File: src/rtl/wcs_pkg.sv
package wcs_pkg;
  typedef enum logic [1:0] {
    ST_IDLE = 2'd0,
    ST_REQ  = 2'd1,
    ST_WAIT = 2'd2
  } wcs_state_e;

  typedef enum logic [1:0] {
    PH_KEY  = 2'd0,
    PH_MASK = 2'd1,
    PH_FN   = 2'd2
  } wcs_phase_e;
endpackage

File: src/rtl/wcs_rst_sync.sv
module wcs_rst_sync #(
  parameter int STAGES = 2
) (
  input  logic clk,
  input  logic rst_n,
  output logic rst_n_sync
);
  logic [STAGES-1:0] sh_q;

  always_ff @(posedge clk or negedge rst_n) begin
    if (!rst_n) sh_q <= '0;
    else        sh_q <= {sh_q[STAGES-2:0], 1'b1};
  end

  assign rst_n_sync = sh_q[STAGES-1];
endmodule

File: src/rtl/wcs_ctrl.sv
module wcs_ctrl
  import wcs_pkg::*;
#(
  parameter int CW  = 8,
  parameter int NB  = 4,
  parameter int BIW = $clog2(NB + 1)
) (
  input  logic           clk,
  input  logic           rst_n,
  input  logic           go,
  input  logic [CW-1:0]  pos_i,
  input  logic [CW-1:0]  steps_j,
  input  logic [CW-1:0]  w_par,
  input  logic           sp_done,
  output wcs_phase_e     phase,
  output logic [BIW-1:0] blk_idx,
  output logic [CW-1:0]  pos,
  output logic           accept,
  output logic           cap_hi,
  output logic           cap_out,
  output logic           busy,
  output logic           done,
  output logic           chain_err,
  output logic           sp_start,
  output logic           sp_cont
);
  wcs_state_e     st_q, st_n;
  wcs_phase_e     ph_q, ph_n;
  logic [BIW-1:0] blk_q, blk_n;
  logic [CW-1:0]  step_q, step_n;
  logic [CW-1:0]  i_q, j_q;
  logic           done_q, done_n;
  logic           err_q, err_n;
  logic [CW:0]    span;
  logic           in_range;
  logic           last_blk;
  logic           last_step;

  assign span      = {1'b0, pos_i} + {1'b0, steps_j} + {{CW{1'b0}}, 1'b1};
  assign in_range  = span <= {1'b0, w_par};
  assign accept    = go && (st_q == ST_IDLE) && in_range;
  assign last_blk  = blk_q == BIW'(NB);
  assign last_step = (step_q + 1'b1) == j_q;

  always_comb begin
    st_n   = st_q;
    ph_n   = ph_q;
    blk_n  = blk_q;
    step_n = step_q;
    done_n = 1'b0;
    err_n  = err_q;
    case (st_q)
      ST_IDLE: begin
        if (go) begin
          if (!in_range) begin
            err_n = 1'b1;
          end else begin
            err_n  = 1'b0;
            ph_n   = PH_KEY;
            blk_n  = '0;
            step_n = '0;
            if (steps_j == '0) done_n = 1'b1;
            else               st_n   = ST_REQ;
          end
        end
      end
      ST_REQ: st_n = ST_WAIT;
      ST_WAIT: begin
        if (sp_done) begin
          if (!last_blk) begin
            blk_n = blk_q + 1'b1;
            st_n  = ST_REQ;
          end else begin
            blk_n = '0;
            case (ph_q)
              PH_KEY:  begin ph_n = PH_MASK; st_n = ST_REQ; end
              PH_MASK: begin ph_n = PH_FN;   st_n = ST_REQ; end
              default: begin
                ph_n = PH_KEY;
                if (last_step) begin
                  st_n   = ST_IDLE;
                  done_n = 1'b1;
                end else begin
                  step_n = step_q + 1'b1;
                  st_n   = ST_REQ;
                end
              end
            endcase
          end
        end
      end
      default: st_n = ST_IDLE;
    endcase
  end

  always_ff @(posedge clk or negedge rst_n) begin
    if (!rst_n) begin
      st_q   <= ST_IDLE;
      ph_q   <= PH_KEY;
      blk_q  <= '0;
      step_q <= '0;
      done_q <= 1'b0;
      err_q  <= 1'b0;
    end else begin
      st_q   <= st_n;
      ph_q   <= ph_n;
      blk_q  <= blk_n;
      step_q <= step_n;
      done_q <= done_n;
      err_q  <= err_n;
    end
  end

  always_ff @(posedge clk or negedge rst_n) begin
    if (!rst_n) begin
      i_q <= '0;
      j_q <= '0;
    end else if (accept) begin
      i_q <= pos_i;
      j_q <= steps_j;
    end
  end

  assign phase     = ph_q;
  assign blk_idx   = blk_q;
  assign pos       = i_q + step_q;
  assign busy      = st_q != ST_IDLE;
  assign done      = done_q;
  assign chain_err = err_q;
  assign sp_start  = (st_q == ST_REQ) && (blk_q == '0);
  assign sp_cont   = (st_q == ST_REQ) && (blk_q != '0);
  assign cap_hi    = (st_q == ST_WAIT) && sp_done && (blk_q == BIW'(NB - 1));
  assign cap_out   = (st_q == ST_WAIT) && sp_done && last_blk;

  // a request is never followed directly by another one
  assert_req_gap_R7: assert property (@(posedge clk) disable iff (!rst_n)
    (sp_start || sp_cont) |=> !(sp_start || sp_cont));
  // completion is a single-cycle pulse
  assert_done_pulse_R8: assert property (@(posedge clk) disable iff (!rst_n)
    done |=> !done);
  // a rejected request never completes
  assert_err_nodone_R2: assert property (@(posedge clk) disable iff (!rst_n)
    !(chain_err && done));
  // a go while busy leaves the captured operands alone
  assert_busy_ignore_R9: assert property (@(posedge clk) disable iff (!rst_n)
    (busy && go) |=> ($stable(j_q) && $stable(i_q)));
  // the step counter stays below the requested count while running
  assert_step_bound_R10: assert property (@(posedge clk) disable iff (!rst_n)
    busy |-> (step_q < j_q));
  // a zero-length chain never issues a request
  assert_zero_noreq_R3: assert property (@(posedge clk) disable iff (!rst_n)
    (accept && steps_j == '0) |=> !busy);
endmodule

File: src/rtl/wcs_msg.sv
module wcs_msg
  import wcs_pkg::*;
#(
  parameter int DW     = 256,
  parameter int RW     = 128,
  parameter int CW     = 8,
  parameter int HA_LSB = 32,
  parameter int KM_LSB = 0,
  parameter int FW     = 32,
  parameter int NB     = 2 * DW / RW,
  parameter int BIW    = $clog2(NB + 1)
) (
  input  wcs_phase_e      phase,
  input  logic [BIW-1:0]  blk_idx,
  input  logic [CW-1:0]   pos,
  input  logic [DW-1:0]   seed_q,
  input  logic [DW-1:0]   addr_q,
  input  logic [DW-1:0]   key_q,
  input  logic [DW-1:0]   mask_q,
  input  logic [DW-1:0]   value_q,
  output logic [RW-1:0]   sp_blk
);
  localparam int IW = 2 * DW;

  logic [DW-1:0] addr_mod;
  logic [IW-1:0] call_in;
  logic [RW-1:0] blks [NB];

  always_comb begin
    addr_mod = addr_q;
    addr_mod[HA_LSB +: FW] = FW'(pos);
    addr_mod[KM_LSB +: FW] = (phase == PH_MASK) ? FW'(1) : FW'(0);
  end

  assign call_in = (phase == PH_FN) ? {key_q, value_q ^ mask_q}
                                    : {seed_q, addr_mod};

  for (genvar g = 0; g < NB; g++) begin : g_blk
    assign blks[g] = call_in[IW-1-g*RW -: RW];
  end

  always_comb begin
    sp_blk = '0;
    for (int k = 0; k < NB; k++) begin
      if (blk_idx == BIW'(k)) sp_blk = blks[k];
    end
  end
endmodule

File: src/rtl/wcs_regs.sv
module wcs_regs
  import wcs_pkg::*;
#(
  parameter int DW = 256,
  parameter int RW = 128
) (
  input  logic          clk,
  input  logic          rst_n,
  input  logic          accept,
  input  logic          cap_hi,
  input  logic          cap_out,
  input  wcs_phase_e    phase,
  input  logic [DW-1:0] chain_in,
  input  logic [DW-1:0] seed,
  input  logic [DW-1:0] addr,
  input  logic [RW-1:0] sp_out,
  output logic [DW-1:0] seed_q,
  output logic [DW-1:0] addr_q,
  output logic [DW-1:0] key_q,
  output logic [DW-1:0] mask_q,
  output logic [DW-1:0] value_q
);
  logic [RW-1:0] hi_q;
  logic [DW-1:0] call_out;
  logic          en_key, en_mask, en_val;
  logic [DW-1:0] val_n;

  assign call_out = {hi_q, sp_out};
  assign en_key   = cap_out && (phase == PH_KEY);
  assign en_mask  = cap_out && (phase == PH_MASK);
  assign en_val   = accept || (cap_out && (phase == PH_FN));
  assign val_n    = accept ? chain_in : call_out;

  always_ff @(posedge clk or negedge rst_n) begin
    if (!rst_n) begin
      seed_q <= '0;
      addr_q <= '0;
    end else if (accept) begin
      seed_q <= seed;
      addr_q <= addr;
    end
  end

  always_ff @(posedge clk or negedge rst_n) begin
    if (!rst_n)      hi_q <= '0;
    else if (cap_hi) hi_q <= sp_out;
  end

  always_ff @(posedge clk or negedge rst_n) begin
    if (!rst_n)      key_q <= '0;
    else if (en_key) key_q <= call_out;
  end

  always_ff @(posedge clk or negedge rst_n) begin
    if (!rst_n)       mask_q <= '0;
    else if (en_mask) mask_q <= call_out;
  end

  always_ff @(posedge clk or negedge rst_n) begin
    if (!rst_n)      value_q <= '0;
    else if (en_val) value_q <= val_n;
  end

  // the chain value changes only on an accepted request or an F capture
  assert_value_hold_R8: assert property (@(posedge clk) disable iff (!rst_n)
    (!accept && !(cap_out && phase == PH_FN)) |=> $stable(value_q));
endmodule

File: src/rtl/wots_chain_seq.sv
module wots_chain_seq
  import wcs_pkg::*;
#(
  parameter int DW     = 256,
  parameter int RW     = 128,
  parameter int CW     = 8,
  parameter int HA_LSB = 32,
  parameter int KM_LSB = 0,
  parameter int FW     = 32
) (
  input  logic          clk,
  input  logic          rst_n,
  input  logic          go,
  input  logic [DW-1:0] chain_in,
  input  logic [DW-1:0] seed,
  input  logic [DW-1:0] addr,
  input  logic [CW-1:0] pos_i,
  input  logic [CW-1:0] steps_j,
  input  logic [CW-1:0] w_par,
  output logic          busy,
  output logic          done,
  output logic          chain_err,
  output logic [DW-1:0] result,
  output logic          sp_start,
  output logic          sp_cont,
  output logic [RW-1:0] sp_blk,
  input  logic          sp_done,
  input  logic [RW-1:0] sp_out
);
  localparam int NB  = 2 * DW / RW;
  localparam int BIW = $clog2(NB + 1);

  logic           rst_ns;
  wcs_phase_e     phase;
  logic [BIW-1:0] blk_idx;
  logic [CW-1:0]  pos;
  logic           accept, cap_hi, cap_out;
  logic [DW-1:0]  seed_q, addr_q, key_q, mask_q, value_q;

  wcs_rst_sync #(.STAGES(2)) u_rst (
    .clk        (clk),
    .rst_n      (rst_n),
    .rst_n_sync (rst_ns)
  );

  wcs_ctrl #(.CW(CW), .NB(NB), .BIW(BIW)) u_ctrl (
    .clk       (clk),
    .rst_n     (rst_ns),
    .go        (go),
    .pos_i     (pos_i),
    .steps_j   (steps_j),
    .w_par     (w_par),
    .sp_done   (sp_done),
    .phase     (phase),
    .blk_idx   (blk_idx),
    .pos       (pos),
    .accept    (accept),
    .cap_hi    (cap_hi),
    .cap_out   (cap_out),
    .busy      (busy),
    .done      (done),
    .chain_err (chain_err),
    .sp_start  (sp_start),
    .sp_cont   (sp_cont)
  );

  wcs_msg #(.DW(DW), .RW(RW), .CW(CW), .HA_LSB(HA_LSB), .KM_LSB(KM_LSB),
            .FW(FW), .NB(NB), .BIW(BIW)) u_msg (
    .phase   (phase),
    .blk_idx (blk_idx),
    .pos     (pos),
    .seed_q  (seed_q),
    .addr_q  (addr_q),
    .key_q   (key_q),
    .mask_q  (mask_q),
    .value_q (value_q),
    .sp_blk  (sp_blk)
  );

  wcs_regs #(.DW(DW), .RW(RW)) u_regs (
    .clk      (clk),
    .rst_n    (rst_ns),
    .accept   (accept),
    .cap_hi   (cap_hi),
    .cap_out  (cap_out),
    .phase    (phase),
    .chain_in (chain_in),
    .seed     (seed),
    .addr     (addr),
    .sp_out   (sp_out),
    .seed_q   (seed_q),
    .addr_q   (addr_q),
    .key_q    (key_q),
    .mask_q   (mask_q),
    .value_q  (value_q)
  );

  assign result = value_q;

  // the squeeze request carries an all-zero block
  assert_squeeze_zero_R6: assert property (@(posedge clk) disable iff (!rst_ns)
    (sp_cont && blk_idx == BIW'(NB)) |-> (sp_blk == '0));
  // a rejected request issues no sponge traffic in the following cycle
  assert_err_quiet_R2: assert property (@(posedge clk) disable iff (!rst_ns)
    (go && !busy && !accept) |=> !(sp_start || sp_cont));
endmodule

File: config.mk
export PLATFORM = sky130hd
export DESIGN_NAME = wots_chain_seq
export DESIGN_NICKNAME = d
export VERILOG_FILES = /design/src/rtl/wcs_pkg.sv /design/src/rtl/wcs_rst_sync.sv /design/src/rtl/wcs_ctrl.sv /design/src/rtl/wcs_msg.sv /design/src/rtl/wcs_regs.sv /design/src/rtl/wots_chain_seq.sv
export SDC_FILE = /design/constraint.sdc
export NUM_CORES = 2
export LEC_CHECK = 0
export BUFFER_PORTS_ARGS = -buffer_cell sky130_fd_sc_hd__buf_4
export CAP_MARGIN = 20
export CORE_AREA = 2 2 519 521
export CTS_CLUSTER_DIAMETER = 100
export DETAILED_ROUTE_END_ITERATION = 8
export DIE_AREA = 0 0 521 523
export HOLD_SLACK_MARGIN = 0.02
export PLACE_DENSITY = 0.4
export SETUP_SLACK_MARGIN = 0.3
export SLEW_MARGIN = 10
export SYNTH_ARGS = -nofsm -noshare
export SYNTH_HDL_FRONTEND = slang
export SYNTH_SLANG_ARGS = --single-unit
File: constraint.sdc
create_clock -name clk -period 78 [get_ports clk]
set_clock_uncertainty 0.15 [all_clocks]
set_input_delay 7.8 -clock clk [delete_from_list [all_inputs] [get_ports clk]]
set_output_delay 7.8 -clock clk [all_outputs]
set_load 0.1 [all_outputs]
Word level (Yosys, flattened, before mapping)
Index checks and enable logic that the tools add are counted.
{ "word_totals": {"output_inout_bits": 389, "inputBits": 924, "wordCells": 104, "regBits": 1443} }
{ "op_classes": {"reduce_logical": 24, "order_cmp": 1, "n_addsub": 5, "bitwise": 1, "n_mux": 42, "n_eq_ne": 16} }
{ "ops": {"columns": ["cell", "n"], "rows": [
  ["128-bit two-way mux", 4],
  ["512-bit two-way mux", 1],
  ["256-bit two-way mux", 1],
  ["256-bit XOR", 1],
  ["8-bit two-way mux", 6],
  ["2-bit two-way mux", 10],
  ["8-bit case mux with 2 select lines", 1],
  ["3-bit two-way mux", 4],
  ["1-bit logical AND", 10],
  ["1-bit two-way mux", 10],
  ["2-bit != test (second input constant)", 5],
  ["8-bit by 8-bit adder with 9-bit output", 1],
  ["9-bit by 1-bit adder with 9-bit output (second input constant)", 1],
  ["9-bit by 8-bit <= comparator with 1-bit output", 1],
  ["8-bit by 1-bit adder with 8-bit output (second input constant)", 1],
  ["8-bit adder", 1],
  ["8-bit equality test", 1],
  ["8-bit logical NOT", 1],
  ["2-bit case mux with 2 select lines", 2],
  ["4-bit AND reduction", 2],
  ["7-bit AND reduction", 1],
  ["3-bit by 2-bit equality test with 1-bit output (second input constant)", 2],
  ["2-bit case mux with 3 select lines", 1],
  ["3-bit case mux with 2 select lines", 1],
  ["other kinds (15)", 20]
]} }

Depth between registers and ports, before layout
{ "logic_depth": {"ltp_word": 7, "depth_mapped": 19, "ltp_nobuf": 17} }

Modules after synthesis
Synthesis repeated with hierarchy kept, for this count alone.
{ "unflattened": {"cells_unflattened": 4823, "area_unflattened_um2": 67280.8} }
{ "by_module_without_submodules": {"columns": ["mod", "cells_per_inst", "seq_area_each_um2", "n_inst", "area_per_inst_um2"], "rows": [
  ["wcs_regs", 3260, 35233.8, 1, 55055.3],
  ["wcs_msg", 1289, 0.0, 1, 9625.5],
  ["wcs_ctrl", 271, 825.8, 1, 2546.2],
  ["wcs_rst_sync", 3, 50.0, 1, 53.8]
]} }

Worst setup path after synthesis
OpenSTA, ideal clock, no wires.
{ "synth_path": {"path_type": "register -> output", "startpoint": "register u_ctrl.blk_q[0] (netlist: u_ctrl.blk_idx[0])", "endpoint": "output port sp_blk[34]", "slack_ns": 66.271, "t_arrival_ns": 3.779, "path_stages_with_launch": 10, "n_path_buf": 2, "t_required_ns": 70.050, "cell_sequence": "dfrtp_1 > inv_1 > ha_1 > nand2_1 > or2_2 > clkbuf_1 > buf_2 > o221ai_1 > o21ai_0 > o21ai_0"} }
{ "synth_between": {"elab_chain_cells": 5, "word_cells_on_any_way": 8, "classes_between": "3 x eq/ne; 4 x mux; 1 x reduce/logical"} }
{ "synth_rtl": {"columns": ["item", "line", "rtl"], "rows": [
  ["from (decl)", "wcs_ctrl.sv:29", "logic [BIW-1:0] blk_q, blk_n;"],
  ["from (signal assigned)", "wcs_ctrl.sv:107", "blk_q <= blk_n;"],
  ["3-bit logical NOT", "wcs_msg.sv:45", "if (blk_idx == BIW'(k)) sp_blk = blks[k];"],
  ["128-bit two-way mux (3 in a row)", "wcs_msg.sv:45", null],
  ["128-bit two-way mux (*)", "wcs_msg.sv:45", null],
  ["to (decl)", "wots_chain_seq.sv:26", "output logic [RW-1:0] sp_blk,"]
]} }
Every way passes the cells marked *; elsewhere a longest branch is shown, timed or not.

Worst setup path in the final report
{ "layout_path": {"startpoint": "register u_ctrl.ph_q[1] (netlist: u_ctrl.phase[1])", "endpoint": "output port sp_blk[96]"} }
{ "layout_between": {"elab_chain_cells": 6} }
{ "layout_rtl": {"columns": ["item", "line", "rtl"], "rows": [
  ["from (decl)", "wcs_ctrl.sv:28", "wcs_phase_e ph_q, ph_n;"],
  ["from (signal assigned)", "wcs_ctrl.sv:106", "ph_q <= ph_n;"],
  ["2-bit equality test (*)", "wcs_msg.sv:35", "assign call_in = (phase == PH_FN) ? {key_q, value_q ^ mask_q}"],
  ["512-bit two-way mux (*)", "wcs_msg.sv:35", null],
  ["128-bit two-way mux (3 in a row)", "wcs_msg.sv:45", null],
  ["128-bit two-way mux (*)", "wcs_msg.sv:45", null]
]} }
Marked as above.

==> flow_summary.ini <==
[global_route]
first_global_vias = 49638
grtUsageMet1 = 0.259
met3_usage = 0.0658
grt-ovfl-total = 0
use_met2 = 0.320
wire_length_of_the_first_global_routing_pass_mm = 394
grt_usage = 0.202
grt.busiest_layer = met2
grt_antenna_before_repair = 134
maximum_number_of_pins_on_one_net_before_global_route_repair = 166

[timing]
relSlewSlack = 0.162
worst_slew_pin_slew_ns = 1.26
slew_violations = 0
timing_hold_violations_final = 0
setup_viol_count_final = 0
finalWorstPathRequiredPeriod_ns = 14.58
unrepaired_setup_endpoints_after_global_routing = false
timing.final.crit_share = 0.187
fmax_mhz = 68.6
tns_ns = 0

[synth]
ys_seq_elements = 1379
mapped_cell_area_um2 = 63800
yosysUniqueCellTypes = 55
ys_warns = 0
post_synthesis_sequential_area_ratio = 0.541
async_reset_ff_frac = 1.00
synth_top_flop_cell = dfrtp_1
netlist_top_cells_area = dfrtp_1 54%, mux2_2 15%, mux2i_1 4.1%
number_of_synthesized_flops_with_an_enable_pin = 0
syn_area_per_cell_um2 = 11.8
synthDominantCellAreaShare = 0.541
post-synth-top-area-cell = dfrtp_1
syn_inst = 5418
synthesis.nets = 6373

[worst_setup_path]
worst_r2r_path_depth = 9
cp_data_required_time_ns = 70.05
criticalPathCategory = reg -> out
worstSetupStartpointType = flop
crit_arrival_ns = 6.63
critical_path.endpoint_type = primary output
crit_path_max_fanout = 126

[die]
io_pins = 1313
die_h_um = 523
floorplan.die.width_um = 521
floorplan.initialDensity = 0.239
floorplan.core_area_um2 = 267000
placementRows = 190
floorplan.die_area_um2 = 272000

[drt]
via_count = 48232
firstDrtPassIters = 5
detail_route.iter0.violations = 2638
drt_wl_total_mm = 282
via_per_inst = 4.70
drt-wirelength-per-cell_um = 27.5
route.detailed.drc = 0
antenna_violating_nets_post_route = 0

[layout]
final_cells = 10257
final_core_util = 0.309
areaGrowthSynthToFinish_pct = 29.4
fin_nets = 7474
fillCellCount = 27548
drive_above_1_share = 0.372

[run_status]
run_status = finished clean

[flow_run]
cap_violations = 0

[cts]
postCtsHoldBufs = 0
cts.sink_count = 1379
worst_setup_hold_path_clk_slew_ns = 0.06
worst_skew_pair.late_latency_ns = 0.84
setup_buffers_after_cts = 0
clock-root-buffer = clkbuf_16
cts_tree = done
cts_bufs_inserted = 173
htreeDepth = 4
cts-resized-gates = 0
max-clock-path-buffers = 3

[power]
cellPowerDensity_nw_per_um2 = 52.4
vdd.ir_drop.worst_mv = 0.0747
power.leakage_nw = 37.5

[place]
placedCellCount = 9895
io_buffers = 1248
dpl.hpwl_mm = 198
finalWeightedCongestion = 0.804

[min_path]
hold_class = reg -> reg
worst_hold_path.num_cells = 0
[final cells by class]
type | count | area [um^2] | area share
antenna | 50 | 125 | 0.00151
clock buffer | 263 | 5070 | 0.0614
clock inverter | 48 | 631 | 0.00764
inverter | 26 | 97.6 | 0.00118
multi-input combinational | 3617 | 27600 | 0.335
sequential | 1379 | 34500 | 0.418
tap | 3552 | 4440 | 0.0538
timing repair buffer | 1322 | 10100 | 0.122
[final timing paths]
check,slack [ns],to,startpoint
worst max register to register,72.25,u_regs.value_q[191],u_ctrl.st_q[1]
min in group asynchronous,0.26,u_regs.seed_q[50],u_rst.sh_q[1]
worst max-delay path,63.42,sp_blk[96],u_ctrl.phase[1]
worst min register to register,0.20,u_rst.sh_q[1],u_rst.sh_q[0]
max in group asynchronous,71.01,u_rst.sh_q[1],rst_n
worst min-delay path,0.20,u_rst.sh_q[1],u_rst.sh_q[0]
[power breakdown]
group / internal (W) / total (W) / switching [W]
Combinational: 0.000596 / 0.00235 / 0.00175
Sequential: 0.000967 / 0.00116 / 0.000195
Clock: 0.000473 / 0.000817 / 0.000345
Total: 0.00204 / 0.00432 / 0.00229
[worst max-delay path: stages, from the launching register on]
cell      delay (ns)
dfrtp_1         0.62
nor2b_4         0.71
buf_12          0.57
buf_12          0.53
buf_4           0.90
buf_4           0.65
mux2i_1         0.16
o221ai_1        0.56
a21oi_1         0.13
a21oi_1         0.34
buf_4           0.38
[metrics by stage]
stage	hold WS [ns]	setup slack, ns	power [W]	area, um^2
final	0.200	63.42	0.00432	82600
after detailed placement	0.186	63.23	0.00354	76700
after CTS	0.205	63.14	0.00438	82400
after global routing	0.225	63.02	0.00452	82500
after global placement	0.187	63.27	0.00353	76700
after floorplan	0.181	36.56	0.00285	63800
[synthesized netlist by cell type, types with 4 or more instances]
master,number
o21ai_1,4
mux2_2,873
a21oi_1,205
clkbuf_1,211
nand2b_1,5
mux2i_1,259
inv_1,25
buf_2,155
buf_1,27
o211ai_1,75
nor2b_1,7
nand3_1,9
nor3_1,7
o221ai_1,127
mux2_1,229
o21ai_0,142
nand2_1,672
o22ai_1,56
xor2_1,12
nor2_1,333
a31oi_1,260
xnor2_1,263
ha_1,29
nand3b_1,4
dfrtp_1,1379
o31ai_1,4
[state kept, by name, summed over array words and instances (netlist names)]
signal            flops
u_regs.key_q        256
u_regs.mask_q       256
u_regs.seed_q       256
u_regs.value_q      256
u_regs.addr_q       192
u_regs.hi_q         128
u_ctrl.i_q            8
u_ctrl.j_q            8
u_ctrl.step_q         8
u_ctrl.blk_idx        3
u_ctrl.phase          2
u_ctrl.st_q           2
u_rst.sh_q            2
u_ctrl.chain_err      1
u_ctrl.done           1
[cell usage in the layout, fill, tap and decap left out, types with 4 or more instances in the layout]
cell type,Yosys,layout
clkinv_16,0,4
o31ai_1,4,4
a31oi_1,260,260
o211ai_1,75,75
inv_6,0,4
nor2b_1,7,5
mux2i_1,259,259
xnor2_1,263,263
o21ai_1,4,5
mux2_2,873,873
nand2b_1,5,4
inv_1,25,25
o21ai_0,142,141
buf_12,0,13
diode_2,0,50
mux2_1,229,229
nand3b_1,4,4
bufinv_16,0,7
nand3_1,9,9
o22ai_1,56,56
clkbuf_8,0,38
clkinv_8,0,5
dfrtp_1,1379,1378
nor2_1,333,331
nor3_1,7,7
clkinv_2,0,22
buf_4,1,1309
nand2_1,672,666
ha_1,29,28
clkbuf_1,211,51
nand2_4,0,6
o221ai_1,127,127
clkbuf_16,0,174
a21oi_1,205,205
xor2_1,12,12
[layer usage]
| metal | wire length, um | vias to the layer above |
|---|---|---|
| li1 | - | 21554 |
| met1 | 122000 | 24823 |
| met2 | 131000 | 1322 |
| met3 | 21700 | 441 |
| met4 | 7830 | 92 |
| met5 | 592 | - |
[cell families (layout without fill, tap and decap cells)]
kind of cell	count (synthesis)	after routing	share of synthesized area
flops	1379	1379	0.541
mux	1361	1361	0.235
simple gates	1052	1052	0.0636
compound gates	897	897	0.0885
buf+inv	422	1659	0.0281
xor+xnor	275	275	0.0377
fa+ha+maj	31	31	0.00631
other cells	1	51	0.0000587
Note: power is estimated with default switching activity, not from simulation.
